`config.mk`:
```
export PLATFORM = sky130hd
export DESIGN_NAME = sample_clk_gen
export DESIGN_NICKNAME = d
export VERILOG_FILES = /design/src/rtl/sample_clk_gen.sv
export SDC_FILE = /design/constraint.sdc
export NUM_CORES = 1
export LEC_CHECK = 0
export ABC_AREA = 1
export BUFFER_PORTS_ARGS = -buffer_cell sky130_fd_sc_hd__buf_4
export CAP_MARGIN = 20
export CORE_MARGIN = 4
export CORE_UTILIZATION = 39
export CTS_BUF_LIST = sky130_fd_sc_hd__clkbuf_8
export DETAILED_ROUTE_END_ITERATION = 16
export SYNTH_ARGS = -nofsm -noshare
export SYNTH_HDL_FRONTEND = slang
export SYNTH_SLANG_ARGS = --single-unit
```
`constraint.sdc`:
```
create_clock -name clk -period 1.4 [get_ports clk]
set_input_delay 0.14 -clock clk [delete_from_list [all_inputs] [get_ports clk]]
set_output_delay 0.14 -clock clk [all_outputs]
set_load 0.01 [all_outputs]
```
`src/rtl/sample_clk_gen.sv`:
```
module sample_clk_gen #(
  parameter int DIV_FAST    = 16,
  parameter int DIV_MID     = 32,
  parameter int DIV_SLOW    = 64,
  parameter int SYNC_STAGES = 2
) (
  input  logic       clk,
  input  logic       rst_n,
  input  logic [1:0] mode_sel,
  input  logic       enc_clk_in,
  input  logic       dec_clk_in,
  output logic       enc_bit_en,
  output logic       dec_bit_en,
  output logic       enc_clk_out,
  output logic       dec_clk_out,
  output logic       enc_clk_oe,
  output logic       dec_clk_oe
);
  localparam int         CNT_W    = $clog2(DIV_SLOW);
  localparam logic [1:0] MODE_EXT = 2'b00;
  localparam logic [1:0] MODE_RST = 2'b11;

  logic [1:0]       mode_q;
  logic [CNT_W-1:0] cnt, cnt_last, cnt_half;
  logic             settled, internal, int_clk, int_tick, gate;
  logic [1:0]       ext_pins, ext_rise;

  assign settled  = (mode_q == mode_sel);
  assign internal = (mode_q != MODE_EXT);

  always_comb begin
    case (mode_q)
      2'b01:   begin cnt_last = CNT_W'(DIV_FAST - 1); cnt_half = CNT_W'(DIV_FAST / 2); end
      2'b10:   begin cnt_last = CNT_W'(DIV_MID - 1);  cnt_half = CNT_W'(DIV_MID / 2);  end
      2'b11:   begin cnt_last = CNT_W'(DIV_SLOW - 1); cnt_half = CNT_W'(DIV_SLOW / 2); end
      default: begin cnt_last = '0;                   cnt_half = '0;                   end
    endcase
  end

  always_ff @(posedge clk or negedge rst_n) begin
    if (!rst_n) begin
      mode_q <= MODE_RST;
      cnt    <= '0;
    end else if (!settled) begin
      mode_q <= mode_sel;
      cnt    <= '0;
    end else if (!internal || cnt == cnt_last) begin
      cnt <= '0;
    end else begin
      cnt <= cnt + 1'b1;
    end
  end

  assign int_clk  = internal && (cnt < cnt_half);
  assign int_tick = internal && (cnt == '0);

  assign ext_pins = {dec_clk_in, enc_clk_in};

  for (genvar i = 0; i < 2; i++) begin : g_sync
    logic [SYNC_STAGES:0] sh;
    always_ff @(posedge clk or negedge rst_n) begin
      if (!rst_n) sh <= '0;
      else        sh <= {sh[SYNC_STAGES-1:0], ext_pins[i]};
    end
    assign ext_rise[i] = sh[SYNC_STAGES-1] & ~sh[SYNC_STAGES];
  end

  assign gate        = rst_n & settled;
  assign enc_bit_en  = gate & (internal ? int_tick : ext_rise[0]);
  assign dec_bit_en  = gate & (internal ? int_tick : ext_rise[1]);
  assign enc_clk_out = int_clk;
  assign dec_clk_out = int_clk;
  assign enc_clk_oe  = internal;
  assign dec_clk_oe  = internal;
endmodule


```
Word-level counts from Yosys, hierarchy flattened
Index checks and enable logic that the tools add are counted.

Flip-flop bits (word level): 14. Input bits: 6. Output and inout bits: 6.

Add/sub/neg operators: 1. Order comparisons: 1. Eq/ne operators: 5. Mux-type cells: 6. Bitwise gates (word level): 7. Reduce and logical (&&, ||, !) cells: 6.

Operators with widths (count): $pmux W6 S3 (2); $mux W6 (2); $add A6 B1 Y6 const B (1); $eq A6 B6 Y1 (1); $logic_not A6 Y1 (1); $lt A6 B6 Y1 (1); $and A1 B1 Y1 (5); $eq A2 B2 Y1 const B (2); $eq A2 B1 Y1 const B (1); $eq A2 B2 Y1 (1); $logic_and A1 B1 Y1 (2); $mux W1 (2); $not A1 Y1 (2); $reduce_bool A2 Y1 (1); $logic_not A1 Y1 (1); $logic_or A1 B1 Y1 (1).

Longest topological paths before layout
Word-level depth: 6. Gate-level depth with buffers: 7. Gate-level depth less buffers: 7.

Least setup slack after synthesis
OpenSTA, ideal clock, no wires.

Kind: reg2out. From: register mode_q[1]. To: output enc_clk_out. Arrival time: 1369 ps. Data required time: 1260 ps. Slack: -109 ps. Cell stages (with the launch flop): 6. Path through: dfstp_2 nand2_1 ha_1 a21oi_1 and3_1 buf_4.

Word-level cells in the longest chain between the ends: 4. Elaborated cells on any way between the ends: 7. Those cells by class: 1 x order compare; 3 x eq/ne; 1 x mux; 2 x reduce/logical.

Ends and longest elaborated chain: start, declared (line 23) `logic [1:0] mode_q;`; start signal, assigned (line 45) `mode_q <= mode_sel;`; $eq A2 B2 Y1 or $eq A2 B1 Y1 (tied branches) (line 32) `case (mode_q)`; $pmux W6 S3 (line 32); $lt A6 B6 Y1 (line 54) `assign int_clk = internal && (cnt < cnt_half);`; $logic_and A1 B1 Y1 (*) (line 54); end, declared (line 14) `output logic enc_clk_out,`.

Every way passes the cells marked *; elsewhere a longest branch is shown, timed or not.

Worst setup path after layout
From: register mode_q[1]. To: output dec_clk_out.

Word-level cells in the longest chain between the ends: 4. Elaborated cells on any way between the ends: 7. Those cells by class: 1 x order compare; 3 x eq/ne; 1 x mux; 2 x reduce/logical.

Ends and longest elaborated chain: $eq A2 B2 Y1 or $eq A2 B1 Y1 (tied branches) (line 32); $pmux W6 S3 (line 32); $lt A6 B6 Y1 (line 54); $logic_and A1 B1 Y1 (*) (line 54); end, declared (line 15) `output logic dec_clk_out,`.

Marks and branches as above.

==> impl_results.md <==
* Status: finished, violations left
* Failing checks: setup timing
* Reg area at 353 µm²
* Layout cell share with drive strength beyond 1 at 43.0%
* Yosys warnings at 0
* Remaining DRCs at 0
* Distinct cell type count after synthesis at 17
* Cell total after placement at 116
* RSZ-0062 raised after global routing: true
* Die height at 50.1 µm
* Via density at 4.49
* R2r setup slk at 0.09 ns
* Tightest Pin Transition at 0.626 ns
* Largest net degree at the start of global routing at 15
* # fillers at 131
* CP required at 1.26 ns
* Slew headroom at 58.1%
* Io pins at 12
* Post-synthesis compound-gate area fraction at 2.89%
* Core area at 1590 µm²
* Die ar. at 2510 µm²
* Reg2reg end: cnt[3]
* Area Growth Syn to Fin at 42.9%
* Min Tclk post-route at 1.70 ns
* Clk buf depth at 2
* Clock sinks at 14
* CP max stage delay at 0.58 ns
* Synthesis-stage register bit count at 14
* Fmax at 0.589 GHz
* Min Hold Slack at 0.0147 ns
* CP max-delay cell: dfstp_2
* Post-synthesis simple-gate area fraction at 24.8%
* Synth Cell Area at 692 µm²
* Max Slew Vio Count at 0
* Post-Syn Area per Cell at 8.54 µm²
* Hold Vio Cnt, Final at 0
* Reg-to-reg startpoint: mode_q[1]
* PwrDens at 969 nW/µm²
* CP cell instances: nand2_2 -> ha_4 -> a21oi_2 -> and3_4 -> buf_6
* DRT iter0 DRCs at 10
* Largest family of logic cells by synthesized area: simple AND/OR/NAND/NOR gates
* CP arrival at 1.56 ns
* Lkg Pwr at 0.000471 µW
* Initial Util at 43.4%
* Die Wd at 50.1 µm
* Worst r2r path cells at 5
* Power Total at 958 µW
* Initial antenna violation count at 0
* DR vias at 557
* Maximum VDD drop at 0.000644 V
* Worst hold path depth at 1
* Detail Placement HPWL at 901 µm
* Dpl ws at -0.0161 ns
* Multiplexer share of the synthesized area at 0%
* Cells after Synth at 81
* CTS root buf: clkbuf_8
* Hold_sp: mode_sel[0]
* CP Launch Type: register
* Routed WL at 1410 µm
* Critical path class: register to output pin
* # Max-Cap Violations at 0
* Final Setup Violations at 6
* GPL Wtd Cong at 0.731
* Multi-input gate area at 327 µm²
* Mapped Nets at 91
* Synth Area in Adders at 7.23%
* Clk Latency, worst-skew pair at 0.24 ns
* Final period util at 121%
* Final antenna-violating net count at 0
* First-pass GRT wire length at 2280 µm
* Sequential fraction of the synthesis area at 51.0%
* Grt ovf at 0
* Port Buf Inserts at 11
* Post-synthesis xor/xnor area fraction at 3.80%
* Post-route insts no fill at 124
* Worst-path clk slew at 0.06 ns
* Clock Skew at 0.00112 ns
* CP Capture Type: output pin
* Worst setup margin at -0.299 ns
* Final nets at 111
* CTS buffer count at 3
* Class of the worst hold path: primary input to register
* ANT cells at 0
* Tot GR Track Use at 12.4%
* Worst Hold Path EP: mode_q[0]
* Row count at 14
* Vias in the first global route at 521
* Htree depth at 1
* Critical path fanouts, max at 4
* Pre-Repair DR Iteration Count at 4
* CTS tree: yes
* WL/cell at 11.3 µm
## layer usage
| layer | track usage, % | vias to the layer above | part of all wire, % |
|---|---|---|---|
| met1 | 16.4 | 264 | 48 |
| met4 | 8.29 | 0 | 1.4 |
| met2 | 17.2 | 9 | 47 |
| li1 | - | 282 | - |
| met3 | 3.92 | 2 | 3.1 |
| met5 | 0 | - | 0 |
## synth_stat cells (all sizes together)
| cell type | count | area (µm²) |
|---|---|---|
| dfstp | 2 | 52.6 |
| nand4 | 1 | 6.26 |
| buf | 2 | 15.0 |
| o21ai | 1 | 5.00 |
| a21oi | 3 | 15.0 |
| inv | 13 | 48.8 |
| nor2 | 13 | 53.8 |
| xnor2 | 2 | 17.5 |
| xor2 | 1 | 8.76 |
| ha | 4 | 50.1 |
| clkbuf | 2 | 7.51 |
| nand3 | 6 | 30.0 |
| nand2 | 18 | 75.1 |
| and3 | 1 | 6.26 |
| dfrtp | 12 | 300 |
## what timing repair did
action | 4_1_cts | 5_1_grt
hold endpoints to repair | 16 | 0
resized for setup | 5 | 15
hold buffers | 3 | 0
pin swaps | 3 | 9
setup endpoints to repair | 6 | 6
setup buffers | 0 | 2
## where the power goes
| group | switching, µW | total (µW) | leakage [µW] | internal, µW |
|---|---|---|---|---|
| Combinational | 64.2 | 133 | 0.000268 | 68.8 |
| Clock | 144 | 393 | 0.0000288 | 249 |
| Sequential | 9.91 | 431 | 0.000174 | 421 |
| Total | 219 | 958 | 0.000471 | 739 |
## critical path: cells and delay by family (launching register included)
kind,cells,cell delay (ns)
adder cells (fa/ha/maj),1,0.23
flip-flops,1,0.58
AND/OR/NAND/NOR,2,0.29
buffers and inverters,1,0.10
AO/OA/AOI/OAI,1,0.13
## registers in the layout, indices dropped and copies added (netlist names)
name       cells
cnt            6
g_sync.sh      6
mode_q         2
## layout make-up
cell class              instances  share of cell area [%]
repair buffers                 19                    17.5
inverters                      13                    5.19
well taps                      24                    3.04
flip-flops and latches         14                    35.7
clock buffers                   4                    5.57
multi-input cells              50                    33.0
## cell usage in the layout (no fill, tap or decap)
master	count
a21oi_1	2
a21oi_2	1
and3_4	1
buf_4	10
buf_6	6
clkbuf_8	4
dfrtp_1	12
dfstp_2	2
dlygate4sd3_1	3
ha_1	3
ha_4	1
inv_1	11
inv_2	1
inv_4	1
nand2_1	10
nand2_2	8
nand3_1	4
nand3_2	2
nand4_1	1
nor2_1	7
nor2_2	5
nor2_4	1
o21ai_0	1
xnor2_1	2
xor2_1	1
## cell families (layout without fill, tap and decap cells)
family / after synthesis / in the layout
AND/OR/NAND/NOR: 39 / 39
flip-flops: 14 / 14
AO/OA/AOI/OAI: 4 / 4
adder cells (fa/ha/maj): 4 / 4
XOR/XNOR: 3 / 3
buffers and inverters: 17 / 36
## through the flow
| step | TNS (ns) | cell area [µm²] | utilization (%) |
|---|---|---|---|
| after floorplan | -0.0130 | 719 | - |
| after global placement | 0 | 836 | 52.4 |
| after detailed placement | -0.0321 | 836 | 52.4 |
| after CTS | -1.01 | 931 | 58.4 |
| after global routing | -1.72 | 988 | 62.0 |
| final | -1.30 | 988 | 62.0 |
## worst max-delay path by stage
stage              start  slack, ns     endpoint  cells after the start
5_1_grt        mode_q[1]      -0.36  enc_clk_out                      5
2_1_floorplan  mode_q[1]      -0.01  enc_clk_out                      5
3_5_place_dp   mode_q[1]      -0.02  dec_clk_out                      5
4_1_cts        mode_q[0]      -0.25  dec_clk_out                      5
6_report       mode_q[1]      -0.30  dec_clk_out                      5
3_3_place_gp   mode_q[1]     0.0004  enc_clk_out                      5
No activity file was read; power rests on OpenSTA's default activity.
